### config.mk
export PLATFORM = sky130hd
export DESIGN_NAME = pba_alloc_top
export DESIGN_NICKNAME = d
export VERILOG_FILES = /design/src/rtl/pba_pkg.sv /design/src/rtl/pba_queue.sv /design/src/rtl/pba_ctrl.sv /design/src/rtl/pba_datapath.sv /design/src/rtl/pba_alloc_top.sv
export SDC_FILE = /design/constraint.sdc
export NUM_CORES = 1
export LEC_CHECK = 0
export ABC_AREA = 1
export BUFFER_PORTS_ARGS = -buffer_cell sky130_fd_sc_hd__buf_4
export CORE_MARGIN = 4
export CORE_UTILIZATION = 45
export DETAILED_ROUTE_END_ITERATION = 10
export HOLD_SLACK_MARGIN = 0.05
export MAX_ROUTING_LAYER = met4
export PLACE_DENSITY = 0.63
export SLEW_MARGIN = 20
export SYNTH_ARGS = -nofsm -noshare
export SYNTH_HDL_FRONTEND = slang
export SYNTH_SLANG_ARGS = --single-unit
### constraint.sdc
create_clock -name clk -period 4.7 [get_ports clk]
set_input_delay 0.47 -clock clk [delete_from_list [all_inputs] [get_ports clk]]
set_output_delay 0.47 -clock clk [all_outputs]
set_load 0.05 [all_outputs]
### src/rtl/pba_pkg.sv
package pba_pkg;

  typedef enum logic [2:0] {
    CMD_NONE    = 3'd0,
    CMD_ALLOC   = 3'd1,
    CMD_RX_DROP = 3'd2,
    CMD_RX_FREE = 3'd3,
    CMD_REL_PNR = 3'd4,
    CMD_TX_ACK  = 3'd5
  } cmd_e;

  // Strobes from the control to the datapath, all single-cycle.
  typedef struct packed {
    logic grant;
    logic failAlloc;
    logic rxPop;
    logic rxRelease;
    logic pnrRelease;
    logic txPop;
  } strobe_t;

endpackage

### src/rtl/pba_queue.sv
module pba_queue #(
  parameter int W     = 6,
  parameter int DEPTH = 32
) (
  input  logic         clk,
  input  logic         rstN,
  input  logic         pushValid,
  input  logic [W-1:0] pushData,
  input  logic         pop,
  output logic [W-1:0] head,
  output logic         empty,
  output logic         overflow
);
  localparam int PTR_W = (DEPTH > 1) ? $clog2(DEPTH) : 1;
  localparam int CNT_W = $clog2(DEPTH + 1);
  localparam logic [PTR_W-1:0] LAST = PTR_W'(DEPTH - 1);

  logic [W-1:0]     mem [DEPTH];
  logic [PTR_W-1:0] wrPtr, rdPtr;
  logic [CNT_W-1:0] count;
  logic             full, pushOk, popOk;

  assign full   = (count == CNT_W'(DEPTH));
  assign empty  = (count == '0);
  assign pushOk = pushValid && !full;
  assign popOk  = pop && !empty;
  assign head   = mem[rdPtr];

  always_ff @(posedge clk) begin
    if (pushOk) mem[wrPtr] <= pushData;
  end

  always_ff @(posedge clk) begin
    if (!rstN) begin
      wrPtr    <= '0;
      rdPtr    <= '0;
      count    <= '0;
      overflow <= 1'b0;
    end else begin
      if (pushOk) wrPtr <= (wrPtr == LAST) ? '0 : wrPtr + 1'b1;
      if (popOk)  rdPtr <= (rdPtr == LAST) ? '0 : rdPtr + 1'b1;
      case ({pushOk, popOk})
        2'b10:   count <= count + 1'b1;
        2'b01:   count <= count - 1'b1;
        default: count <= count;
      endcase
      if (pushValid && full) overflow <= 1'b1;
    end
  end
endmodule

### src/rtl/pba_ctrl.sv
module pba_ctrl
  import pba_pkg::*;
(
  input  logic       clk,
  input  logic       rstN,
  input  logic       cmdValid,
  input  logic [2:0] cmdCode,
  input  logic       anyFree,
  input  logic       rxEmpty,
  input  logic       txEmpty,
  output strobe_t    strobes,
  output logic       allocDone
);
  logic pending;
  logic allocReq;

  assign allocReq = cmdValid && (cmdCode == CMD_ALLOC);

  always_comb begin
    strobes            = '0;
    strobes.grant      = (allocReq || pending) && anyFree;
    strobes.failAlloc  = allocReq && !anyFree;
    strobes.rxPop      = cmdValid && !rxEmpty &&
                         ((cmdCode == CMD_RX_DROP) || (cmdCode == CMD_RX_FREE));
    strobes.rxRelease  = cmdValid && !rxEmpty && (cmdCode == CMD_RX_FREE);
    strobes.pnrRelease = cmdValid && (cmdCode == CMD_REL_PNR);
    strobes.txPop      = cmdValid && !txEmpty && (cmdCode == CMD_TX_ACK);
  end

  always_ff @(posedge clk) begin
    if (!rstN) begin
      pending   <= 1'b0;
      allocDone <= 1'b0;
    end else begin
      if (strobes.failAlloc)  pending <= 1'b1;
      else if (strobes.grant) pending <= 1'b0;

      if (strobes.grant)  allocDone <= 1'b1;
      else if (allocReq)  allocDone <= 1'b0;
    end
  end
endmodule

### src/rtl/pba_datapath.sv
module pba_datapath
  import pba_pkg::*;
#(
  parameter int PNUM_W   = 6,
  parameter int NUM_BUFS = 64,
  parameter int QDEPTH   = 32
) (
  input  logic              clk,
  input  logic              rstN,
  input  strobe_t           strobes,
  input  logic              pnrWrEn,
  input  logic [PNUM_W-1:0] pnrWrData,
  input  logic              rxPushValid,
  input  logic [PNUM_W-1:0] rxPushNum,
  input  logic              txPushValid,
  input  logic [PNUM_W-1:0] txPushNum,
  output logic              anyFree,
  output logic [7:0]        allocResult,
  output logic [PNUM_W-1:0] rxHead,
  output logic              rxEmpty,
  output logic              rxOverflow,
  output logic [PNUM_W-1:0] txHead,
  output logic              txEmpty,
  output logic              txOverflow
);
  localparam int FAIL_BIT = 7;

  logic [NUM_BUFS-1:0] freeMap, freeNext;
  logic [PNUM_W-1:0]   grantNum, relNum, pnrReg;
  logic                relEn;

  // Lowest-numbered free buffer.
  always_comb begin
    grantNum = '0;
    for (int i = NUM_BUFS - 1; i >= 0; i--) begin
      if (freeMap[i]) grantNum = PNUM_W'(i);
    end
  end

  assign anyFree = |freeMap;
  assign relEn   = strobes.rxRelease || strobes.pnrRelease;
  assign relNum  = strobes.rxRelease ? rxHead : pnrReg;

  for (genvar b = 0; b < NUM_BUFS; b++) begin : g_bit
    always_comb begin
      freeNext[b] = (freeMap[b] || (relEn && relNum == PNUM_W'(b))) &&
                    !(strobes.grant && grantNum == PNUM_W'(b));
    end
  end

  always_ff @(posedge clk) begin
    if (!rstN) begin
      freeMap     <= '1;
      allocResult <= '0;
      pnrReg      <= '0;
    end else begin
      freeMap <= freeNext;
      if (pnrWrEn) pnrReg <= pnrWrData;
      if (strobes.grant) begin
        allocResult              <= '0;
        allocResult[PNUM_W-1:0]  <= grantNum;
      end else if (strobes.failAlloc) begin
        allocResult              <= '0;
        allocResult[FAIL_BIT]    <= 1'b1;
      end
    end
  end

  pba_queue #(.W(PNUM_W), .DEPTH(QDEPTH)) rxQ_i (
    .clk(clk), .rstN(rstN),
    .pushValid(rxPushValid), .pushData(rxPushNum),
    .pop(strobes.rxPop),
    .head(rxHead), .empty(rxEmpty), .overflow(rxOverflow)
  );

  pba_queue #(.W(PNUM_W), .DEPTH(QDEPTH)) txQ_i (
    .clk(clk), .rstN(rstN),
    .pushValid(txPushValid), .pushData(txPushNum),
    .pop(strobes.txPop),
    .head(txHead), .empty(txEmpty), .overflow(txOverflow)
  );
endmodule

### src/rtl/pba_alloc_top.sv
module pba_alloc_top
  import pba_pkg::*;
#(
  parameter int PNUM_W   = 6,
  parameter int NUM_BUFS = 64,
  parameter int QDEPTH   = 32
) (
  input  logic              clk,
  input  logic              rstN,
  input  logic              cmdValid,
  input  logic [2:0]        cmdCode,
  input  logic              pnrWrEn,
  input  logic [PNUM_W-1:0] pnrWrData,
  input  logic              rxPushValid,
  input  logic [PNUM_W-1:0] rxPushNum,
  input  logic              txPushValid,
  input  logic [PNUM_W-1:0] txPushNum,
  output logic [7:0]        allocResult,
  output logic              allocDone,
  output logic [15:0]       fifoPorts,
  output logic              rxIntStat,
  output logic              txIntStat,
  output logic              rxOverflow,
  output logic              txOverflow
);
  strobe_t           strobes;
  logic              anyFree, rxEmpty, txEmpty;
  logic [PNUM_W-1:0] rxHead, txHead;

  pba_ctrl ctrl_i (
    .clk(clk), .rstN(rstN),
    .cmdValid(cmdValid), .cmdCode(cmdCode),
    .anyFree(anyFree), .rxEmpty(rxEmpty), .txEmpty(txEmpty),
    .strobes(strobes), .allocDone(allocDone)
  );

  pba_datapath #(.PNUM_W(PNUM_W), .NUM_BUFS(NUM_BUFS), .QDEPTH(QDEPTH)) dp_i (
    .clk(clk), .rstN(rstN), .strobes(strobes),
    .pnrWrEn(pnrWrEn), .pnrWrData(pnrWrData),
    .rxPushValid(rxPushValid), .rxPushNum(rxPushNum),
    .txPushValid(txPushValid), .txPushNum(txPushNum),
    .anyFree(anyFree), .allocResult(allocResult),
    .rxHead(rxHead), .rxEmpty(rxEmpty), .rxOverflow(rxOverflow),
    .txHead(txHead), .txEmpty(txEmpty), .txOverflow(txOverflow)
  );

  always_comb begin
    fifoPorts                 = '0;
    fifoPorts[PNUM_W-1:0]     = txHead;
    fifoPorts[7]              = txEmpty;
    fifoPorts[8 +: PNUM_W]    = rxHead;
    fifoPorts[15]             = rxEmpty;
  end

  assign rxIntStat = !rxEmpty;
  assign txIntStat = !txEmpty;
endmodule

Yosys cells after proc, flatten, opt, wreduce, memory -nomap -nowiden
Memories as Yosys holds them, arrays and structs flattened. A register that Yosys moved wholly into a read port is not among the register bits.
Index checks and enable logic that the tools add are counted.
{"block": "totals", "reg_bits": 113, "mem_bits_rw": 384, "in_bits": 27, "wordCells": 604, "memories": 2}
{"block": "classes", "addsub": 8, "eq_ne": 141, "n_mux": 85, "n_bitwise": 1, "reduce_logical": 353}
{"name": "dp_i.rxQ_i.mem", "depth": 32, "width": 6, "read_ports": 1, "rd_ports_with_merged_regs": 1, "wr": 1, "line_no": "pba_queue.sv:18", "source": "logic [W-1:0] mem [DEPTH];"}
{"name": "dp_i.txQ_i.mem", "depth": 32, "width": 6, "read_ports": 1, "rd_ports_with_merged_regs": 1, "wr": 1, "line_no": "pba_queue.sv:18"}
{"cell": "$mux 6", "n": 67}
{"cell": "$eq 6x6->1 const B", "n": 66}
{"cell": "$logic_and 1x1->1", "n": 207}
{"cell": "$eq 6x5->1 const B", "n": 32}
{"cell": "$eq 6x4->1 const B", "n": 16}
{"cell": "$logic_not 1->1", "n": 69}
{"cell": "$logic_or 1x1->1", "n": 67}
{"cell": "$reduce_or 64->1", "n": 1}
{"cell": "$eq 6x3->1 const B", "n": 8}
{"cell": "$mux 5", "n": 8}
{"cell": "$eq 6x2->1 const B", "n": 4}
{"cell": "$logic_not 6->1", "n": 4}
{"cell": "$pmux 6 s2", "n": 2}
{"cell": "$add 5x1->5 const B", "n": 4}
{"cell": "$eq 5x5->1 const B", "n": 4}
{"cell": "$add 6x1->6 const B", "n": 2}
{"cell": "$eq 6x1->1 const B", "n": 2}
{"cell": "$sub 6x1->6 const B", "n": 2}
{"cell": "$mux 1", "n": 8}
{"cell": "$reduce_bool 2->1", "n": 4}
{"cell": "$eq 3x2->1 const B", "n": 2}
{"cell": "$eq 3x3->1 const B", "n": 2}
{"cell": "$eq 2x1->1 const B", "n": 2}
{"cell": "$eq 2x2->1 const B", "n": 2}
{"cell": "3 further kinds", "n": 3}

Logic depth before layout (Yosys ltp)
Gate-level depths: netlist (run 1).
{"block": "logic_depth", "depth_word": 68, "mapped_depth": 68, "depth_no_buf": 67}

Cells and area by module
A second synthesis (run 1) with hierarchy kept.
{"block": "hier_totals", "cells_unflattened": 2385, "hier_area_um2": 22549.1}
{"mod": "pba_queue (dp_i.txQ_i)", "n_inst": 1, "cells_per_inst": 839, "area_per_inst_um2": 9064.9}
{"mod": "pba_queue (dp_i.rxQ_i)", "n_inst": 1, "cells_per_inst": 841, "area_per_inst_um2": 9046.2}
{"mod": "pba_datapath", "n_inst": 1, "cells_per_inst": 674, "area_per_inst_um2": 4246.6}
{"mod": "pba_ctrl", "n_inst": 1, "cells_per_inst": 24, "area_per_inst_um2": 150.1}
{"mod": "pba_alloc_top", "n_inst": 1, "cells_per_inst": 7, "area_per_inst_um2": 41.3}

Least setup slack after synthesis (run 1)
Ideal clock, no wire load.
{"block": "synth_path", "path_type": "register -> register", "startpoint": "register dp_i.freeMap[62]", "endpoint": "register dp_i.freeMap[16]", "setup_time_ps": 126, "arrival_ps": 3442, "slack_ps": 1132, "stages_incl_launch_ff": 69, "synth_period_minus_slack_ps": 3568, "path_cell_list": "dfxtp_1 inv_1 nand2_1 nand2_1 nand2_1 nand2_1 nand2_1 nand2_1 nand2_1 nand2_1 nand2_1 nand2_1 nand2_1 nand2_1 nand2_1 nand2_1 nand2_1 nand2_1 [33 not listed] nand2_1 nand2_1 nand2_1 nand2_1 nand2_1 nand2_1 nand2_1 nand2_1 nand2_1 nand2_2 nand2_4 nand2_4 nand2_8 nand2_8 buf_12 nand4_1 nand2_1 nand2_1"}
{"block": "synth_between", "elab_chain_len": 67, "elab_cells_between_ends": 69, "classes_between": "1 x eq/ne; 63 x mux; 5 x reduce/logical"}
{"item": "start, declared", "line_no": "pba_datapath.sv:28", "source": "logic [NUM_BUFS-1:0] freeMap, freeNext;"}
{"item": "start signal, assigned", "line_no": "pba_datapath.sv:57", "source": "freeMap <= freeNext;"}
{"item": "$mux 6 (63 in a row)", "line_no": "pba_datapath.sv:36", "source": "if (freeMap[i]) grantNum = PNUM_W'(i);"}
{"item": "$eq 6x5->1", "line_no": "pba_datapath.sv:47", "source": "!(strobes.grant && grantNum == PNUM_W'(b));"}
{"item": "$logic_and 1x1->1 (*)", "line_no": "pba_datapath.sv:47"}
{"item": "$logic_not 1->1 (*)", "line_no": "pba_datapath.sv:47"}
{"item": "$logic_and 1x1->1 (*)", "line_no": "pba_datapath.sv:46", "source": "freeNext[b] = (freeMap[b] || (relEn && relNum == PNUM_W'(b))) &&"}
Every way passes the cells marked *; elsewhere a longest branch is shown, timed or not.
A chain may end at the register's enable or synchronous reset.

Worst setup path after layout (run 1)
{"block": "layout_path", "startpoint": "register dp_i.freeMap[62]", "endpoint": "register dp_i.freeMap[50]"}
{"block": "layout_between", "elab_chain_len": 67, "elab_cells_between_ends": 69, "classes_between": "1 x eq/ne; 63 x mux; 5 x reduce/logical"}
{"item": "$mux 6 (63 in a row)", "line_no": "pba_datapath.sv:36"}
{"item": "$eq 6x6->1", "line_no": "pba_datapath.sv:47"}
{"item": "$logic_and 1x1->1 (*)", "line_no": "pba_datapath.sv:47"}
{"item": "$logic_not 1->1 (*)", "line_no": "pba_datapath.sv:47"}
{"item": "$logic_and 1x1->1 (*)", "line_no": "pba_datapath.sv:46"}
Marks and branches as above.

==> out/metrics.csv, run 1 <==
stage,metric,value,unit
pwr,internal power,0.00749,W
yosys,"area leader, netlist",edfxtp_1,
sta,Setup WS post-layout,735,ps
placement,Post-Place Cells,2698,
route,drt first pass iters,6,
critical_path,slowest cell on the critical path,dfxtp_1,
floorplan,Die W,227,um
sta,setup violators final,0,
clock_network,postcts setup bufs,0,
pwr,Sw Ratio,0.234,
yosys,Synth Area in Compound Gates,0.141,
clock_network,CTS H-Tree Depth,2,
pwr,Reg power frac,0.500,
sta,Setup TNS,0,ps
yosys,gate count of the mapped netlist,2097,
floorplan,Die Y,227,um
hold_path,HP Class,input pin to flop,
sta,RSZ-0062 raised after global routing,no,
yosys,register area share after synthesis,0.647,
critical_path,required time worst endpoint,5170,ps
yosys,"count leader, synth",nor2_1,
sta,"Hold Violations, Final",0,
pwr,Clock Power Share,0.429,
grt,global-route wire length before repair,84.2,mm
route,final WL,53.5,mm
clock_network,"Clk Latency, worst-skew pair",620,ps
hold_path,hold depth,3,
pwr,P per Cell Area,400,nW/um^2
yosys,Synth Area in Adders,0.0157,
clock_network,CTS Hold Buffers Added,0,
placement,Buffers on Ports,52,
placement,Post-DP HPWL,34.5,mm
yosys,synth top area cells,"edfxtp_1, dfxtp_1, o21ai_0",
yosys,Post-synth EDFFs,384,
critical_path,WP data arrival,4430,ps
critical_path,CP Max Fanout,5,
critical_path,RR Startpoint,dp_i.freeMap[62]$_SDFF_PN1_,
yosys,Synth Warn #,0,
yosys,top cell type's share of synthesized area,0.533,
critical_path,Critical Path Sink Type,flop,
sta,Final Critical Period,3960,ps
yosys,mux share of post-synthesis cell area,0,
pwr,Combinational Power Share,0.070,
sta,final count of pins violating max slew,0,
clock_network,CTS sink cnt,507,
pwr,Leak,8.76,nW
yosys,commonest cells in the synthesized netlist,"nor2_1, edfxtp_1, o21ai_0, nand2_1, inv_1",
yosys,ys async rst share,0,
critical_path,R2R cell count,65,
critical_path,Max stage delay on crit path,330,ps
yosys,count of cell types in the netlist,41,
yosys,simple-gate share of the synthesized area,0.142,
clock_network,clock slew at reported path FFs,60,ps
grt,number of global-route vias before repair,15000,
clock_network,cts bufs inserted,52,
sta,final worst clock skew,37.4,ps
pwr,peak supply drop,366,uV
sta,"Period Utilization, post-route",0.844,
route,Post-route DRC,0,
clock_network,Clock Path Buffers,3,
cells_and_area,Nets,2190,
route,Routed Antenna Nets,0,
yosys,XOR/XNOR Fraction of Synth Area,0.00486,
cells_and_area,P&R area growth vs syn,13.0,%
critical_path,startpoint types,flop,
grt,initial antenna violation count,0,
pwr,Net Switching,0.00229,W
flow_run,max cap viols,0,
route,DR vias/cell,5.59,
grt,GRT overflow,0,
floorplan,core area,47600,sq um
clock_network,clock root cell,clkbuf_16,
critical_path,r2r endpoint,dp_i.freeMap[50]$_SDFF_PN1_,
route,routed via count,15600,
placement,gpl congestion,0.935,
yosys,Syn Std Cell Area,21600,sq um
yosys,largest family of logic cells by synthesized area,simple AND/OR/NAND/NOR gates,
cells_and_area,final cell count without fillers,2795,
floorplan,initial cell density of the core,0.454,
critical_path,Crit path top cell by count,nand2_1,
critical_path,CP Class,flop to flop,
yosys,Yosys reg bits,507,
grt,Total GRT Usage,0.214,
clock_network,TritonCTS clock tree,done,
yosys,"Top FF cell, synth",edfxtp_1,
grt,largest net degree at the start of global routing,97,
hold_path,hold_sp,pnrWrData[5],
route,Iteration-0 DRC Markers,1479,
sta,pin slew with the least headroom to its limit,1030,ps
floorplan,# rows,80,
outcome,status,"complete, no violations",
cells_and_area,final core occ,0.513,
yosys,"Avg Cell Area, Syn",10.3,sq um
placement,"worst slack, placed",683,ps
floorplan,die area,51600,sq um
sta,fmax,252,MHz
sta,Worst slew margin,0.308,
route,Routed WL per cell,19.2,um
floorplan,I/O pin cnt,56,
critical_path,Worst R2R Setup Slack,740,ps
hold_path,hold endpoint,dp_i.pnrReg[5]$_SDFFE_PN0P_,
cells_and_area,Inserted Diodes,0,
cells_and_area,fraction of layout cells with a size suffix above 1,0.0849,
-- registers in the layout, summed over array words and instances (netlist names), 5 cells and up, named ones only --
signal            count
dp_i.allocResult      7
dp_i.rxQ_i.wrPtr      5
dp_i.rxQ_i.count      6
dp_i.rxQ_i.rdPtr      5
dp_i.txQ_i.rdPtr      5
dp_i.freeMap         64
dp_i.txQ_i.count      6
dp_i.txQ_i.mem      192
dp_i.txQ_i.wrPtr      5
dp_i.pnrReg           6
dp_i.rxQ_i.mem      192
-- critical path, delay by kind of cell (launching register included) --
kind            cells  cell delay [ps]
flops               1              330
buf+inv             1               50
compound gates      1              230
simple gates       63             3220
-- per-layer routing --
layer	GRT usage	wire length, um	vias up
li1	-	-	7460
met1	0.289	23300	7483
met2	0.335	25000	568
met3	0.0357	3660	122
met4	0.0691	1570	0
met5	-	0	-
-- layout by cell type, fill, tap and decap left out, drive strengths merged, types with 12 or more instances in the layout --
master | netlist | layout
nor2 | 409 | 409
edfxtp | 384 | 384
o21ai | 316 | 316
nand2 | 237 | 237
inv | 169 | 172
dfxtp | 123 | 123
buf | 8 | 85
clkbuf | 93 | 69
o221ai | 68 | 68
a21oi | 66 | 66
nand3 | 55 | 55
nand4 | 30 | 30
o22ai | 28 | 28
ha | 24 | 24
clkinv | 4 | 23
o21bai | 17 | 17
a31oi | 12 | 12
nor3 | 12 | 12
-- repair_timing --
action | 4_1_cts | 5_1_grt
resized for setup | 0 | 1
endpoints found under the hold margin | 0 | 0
endpoints found under the setup margin | 0 | 4
-- worst max path at each step --
stage                                      from                           to  slack, ps  cells after the start
finish              dp_i.freeMap[62]$_SDFF_PN1_  dp_i.freeMap[50]$_SDFF_PN1_        740                     65
global route        dp_i.freeMap[62]$_SDFF_PN1_  dp_i.freeMap[10]$_SDFF_PN1_         30                     65
CTS                 dp_i.freeMap[62]$_SDFF_PN1_  dp_i.freeMap[22]$_SDFF_PN1_        660                     65
detailed placement  dp_i.freeMap[62]$_SDFF_PN1_   dp_i.freeMap[6]$_SDFF_PN1_        680                     65
global placement    dp_i.freeMap[62]$_SDFF_PN1_  dp_i.freeMap[54]$_SDFF_PN1_        670                     65
floorplan           dp_i.freeMap[62]$_SDFF_PN1_  dp_i.freeMap[16]$_SDFF_PN1_       1130                     68
-- final cells by class --
class | instances | area, sq um
clock buffers | 69 | 1440
inverters | 173 | 649
flip-flops and latches | 507 | 14000
multi-input cells | 1318 | 6570
well taps | 615 | 769
clock inverters | 28 | 357
fillers | 4208 | 23200
repair buffers | 85 | 651
-- per-stage QoR --
step	power, W	hold WS, ps	cell area (sq um)
6_report	0.00978	84.9	24400
5_1_grt	0.0101	78.0	24400
4_1_cts	0.00988	54.2	24400
3_5_place_dp	0.00568	454	22600
3_3_place_gp	0.00567	444	22600
2_1_floorplan	0.00542	455	21600
-- logic make-up after synthesis --
group           count (synthesis)
simple gates                  750
compound gates                527
flops                         507
buf+inv                       274
fa+ha+maj                      26
xor+xnor                       12
other cells                     1
-- power by group through the flow --
| stage | clock (W) | combinational, W | sequential [W] |
|---|---|---|---|
| after global placement | 0 | 0.000679 | 0.00499 |
| after detailed placement | 0 | 0.000690 | 0.00499 |
| after CTS | 0.00429 | 0.000692 | 0.00489 |
| final | 0.00420 | 0.000689 | 0.00489 |
| after floorplan | 0 | 0.000434 | 0.00498 |
| after global routing | 0.00449 | 0.000755 | 0.00490 |
(Power assumes the default switching activity.)
==> run 2: changes to the inputs <==
Settings changed: PLACE_DENSITY 0.63 to 0.65.
Clock period 4.7 ns to 3.4 ns, I/O delays scaled along.
==> out/metrics.csv, run 2 (same netlist as run 1, synthesis figures left out) <==
stage,metric,value,unit,change
route,Iteration-0 DRC Markers,1691,,was 1479
grt,number of global-route vias before repair,15400,,was 15000
critical_path,Max stage delay on crit path,320,ps,was 330 ps
hold_path,hold_sp,rstN,,was pnrWrData[5]
floorplan,Die Y,227,um,unchanged
clock_network,Clock Path Buffers,3,,unchanged
sta,pin slew with the least headroom to its limit,1060,ps,was 1030 ps
sta,Setup WS post-layout,-660,ps,was 735 ps
placement,Post-Place Cells,2735,,was 2698
critical_path,WP data arrival,4520,ps,was 4430 ps
sta,fmax,246,MHz,was 252 MHz
sta,final count of pins violating max slew,0,,unchanged
pwr,peak supply drop,408,uV,was 366 uV
clock_network,clock slew at reported path FFs,60,ps,about the same
outcome,status,"complete, but fails checks",,"was complete, no violations"
cells_and_area,fillers,4211,,was 4208
cells_and_area,final cell count without fillers,2854,,was 2795
floorplan,I/O pin cnt,56,,unchanged
cells_and_area,post-route cell area,24900,sq um,was 24400 sq um
critical_path,startpoint types,flop,,unchanged
sta,final hold slack,160,ps,was 84.9 ps
outcome,failing checks,setup timing,,
route,top sig layer,met4,,unchanged
pwr,Sw Ratio,0.241,,was 0.234
placement,gpl congestion,0.941,,was 0.935
pwr,Clock Power Share,0.410,,was 0.429
route,DR vias/cell,5.60,,was 5.59
route,wire length on met1,23.6,mm,was 23.3 mm
clock_network,"Clk Latency, worst-skew pair",620,ps,about the same
sta,Final Critical Period,4060,ps,was 3960 ps
pwr,Leak,8.96,nW,was 8.76 nW
route,drt first pass iters,5,,was 6
cells_and_area,Top Registers,"dp_i.rxQ_i.mem: 192 flops, dp_i.txQ_i.mem: 192 flops, dp_i.freeMap: 64 flops",,unchanged
grt,largest net degree at the start of global routing,97,,unchanged
cells_and_area,area of the multi-input gates,6640,sq um,was 6570 sq um
route,routed via count,16000,,was 15600
pwr,Reg power frac,0.513,,was 0.500
sta,Worst slew margin,0.286,,was 0.308
clock_network,cts bufs inserted,51,,was 52
clock_network,TritonCTS clock tree,done,,unchanged
critical_path,required time worst endpoint,3860,ps,was 5170 ps
grt,initial antenna violation count,2,,was 0
grt,Total GRT Usage,0.218,,was 0.214
pwr,Pwr Total,0.0132,W,was 0.00978 W
floorplan,initial cell density of the core,0.454,,unchanged
pwr,Combinational Power Share,0.076,,was 0.070
sta,"Hold Violations, Final",0,,unchanged
critical_path,Crit path top cell by count,nand2_1,,unchanged
route,Routed WL per cell,19.3,um,was 19.2 um
critical_path,slowest cell on the critical path,dfxtp_2,,was dfxtp_1
critical_path,RR Startpoint,dp_i.freeMap[62]$_SDFF_PN1_,,unchanged
critical_path,CP startpoint,dp_i.freeMap[62]$_SDFF_PN1_,,unchanged
placement,Buffers on Ports,52,,unchanged
placement,Post-DP Area,23000,sq um,was 22600 sq um
grt,global-route wire length before repair,86.1,mm,was 84.2 mm
hold_path,HP Class,input pin to flop,,unchanged
route,Routed Antenna Nets,0,,unchanged
route,final WL,55.1,mm,was 53.5 mm
cells_and_area,register area,14000,sq um,about the same
pwr,internal power,0.0100,W,was 0.00749 W
cells_and_area,"commonest non-fill, non-tap cells in the layout","nor2_1, edfxtp_1, o21ai_0, nand2_1, inv_1",,unchanged
cells_and_area,"commonest non-fill, non-tap cell in the layout",nor2_1,,unchanged
sta,RSZ-0062 raised after global routing,yes,,was no
route,Met3 Wirelength,4.13,mm,was 3.66 mm
cells_and_area,P&R area growth vs syn,15.1,%,was 13.0%
flow_run,max cap viols,0,,unchanged
clock_network,CTS H-Tree Depth,2,,unchanged
route,met2 WL,26.0,mm,was 25.0 mm
grt,GRT overflow,0,,unchanged
clock_network,CTS sink cnt,507,,unchanged
route,Post-route DRC,0,,unchanged
floorplan,die area,51600,sq um,unchanged
floorplan,# rows,80,,unchanged
pwr,P per Cell Area,530,nW/um^2,was 400 nW/um^2
floorplan,core area,47600,sq um,unchanged
critical_path,CP Max Fanout,6,,was 5
critical_path,CP Class,flop to flop,,unchanged
placement,Post-DP HPWL,35.2,mm,was 34.5 mm
floorplan,Die W,227,um,unchanged
sta,setup violators final,65,,was 0
critical_path,Critical Path Sink Type,flop,,unchanged
sta,"Period Utilization, post-route",1.19,,was 0.844
cells_and_area,fraction of layout cells with a size suffix above 1,0.104,,was 0.0849
cells_and_area,Nets,2247,,was 2190
clock_network,clock root cell,clkbuf_16,,unchanged
sta,final worst clock skew,34.1,ps,was 37.4 ps
pwr,Net Switching,0.00318,W,was 0.00229 W
-- run 2: cell types whose count changed in the layout (fill, tap and decap cells not counted), moves of 3 or more --
cell	delta
o21ai_0	-22
dlygate4sd3_1	+14
clkbuf_1	+8
nand2_1	-4
o21ai_1	+22
bufinv_16	-3
nand2_2	+4
clkbuf_8	-5
buf_4	+35
buf_12	+7
clkinv_1	+3
dfxtp_1	-3
dfxtp_2	+3
clkinv_4	-4
-- run 2: worst max-delay path: cells and delay by family, from the launching register on --
kind | cells | cell delay (ps)
AND/OR/NAND/NOR | 64 | 3320
buffers and inverters | 1 | 50
AO/OA/AOI/OAI | 1 | 210
flip-flops | 1 | 320
-- run 2: final cells by class --
cell class                 instances  area share
antenna                            2    0.000201
clock buffer                      71      0.0551
clock inverter                    25     0.00925
inverter                         173      0.0263
multi-input combinational       1318       0.267
sequential                       507       0.563
tap                              615      0.0309
timing repair buffer             143      0.0489
-- run 2: what timing repair did --
action                                 in CTS  in global routing
setup buffers                               1                  6
hold buffers                               14                  0
resized for setup                           3                 26
endpoints found under the hold margin       8                  0
pin swaps                                   5                 16
setup endpoints to repair                  65                 68
-- run 2: through the flow --
step	util	worst slack, ps	setup TNS (ps)
after floorplan	-	-164	-3880
after global placement	0.483	-678	-35450
after detailed placement	0.483	-644	-33320
after CTS	0.520	-636	-36330
after global routing	0.522	-1330	-82580
final	0.522	-660	-37540
-- run 2: worst paths after layout --
| kind | endpoint | slack (ps) | depth (start not counted) |
|---|---|---|---|
| setup / recovery | dp_i.freeMap[57]$_SDFF_PN1_ | -660 | 66 |
| hold / removal | dp_i.freeMap[45]$_SDFF_PN1_ | 160 | 2 |
| setup reg to reg | dp_i.freeMap[57]$_SDFF_PN1_ | -660 | 66 |
| hold reg to reg | dp_i.txQ_i.overflow$_SDFFE_PN0P_ | 460 | 2 |
-- run 2: power groups by stage --
stage | clock (W) | combinational, W | sequential, W
after floorplan | 0 | 0.000600 | 0.00689
after global placement | 0 | 0.000967 | 0.00689
after detailed placement | 0 | 0.000983 | 0.00689
after CTS | 0.00550 | 0.00100 | 0.00676
after global routing | 0.00577 | 0.00110 | 0.00677
final | 0.00541 | 0.00101 | 0.00677
-- run 2: layer usage --
layer / vias up / global-route usage
met1: 7669 / 0.292
met4: 0 / 0.0671
met5: - / -
met3: 105 / 0.0374
met2: 642 / 0.342
li1: 7563 / -
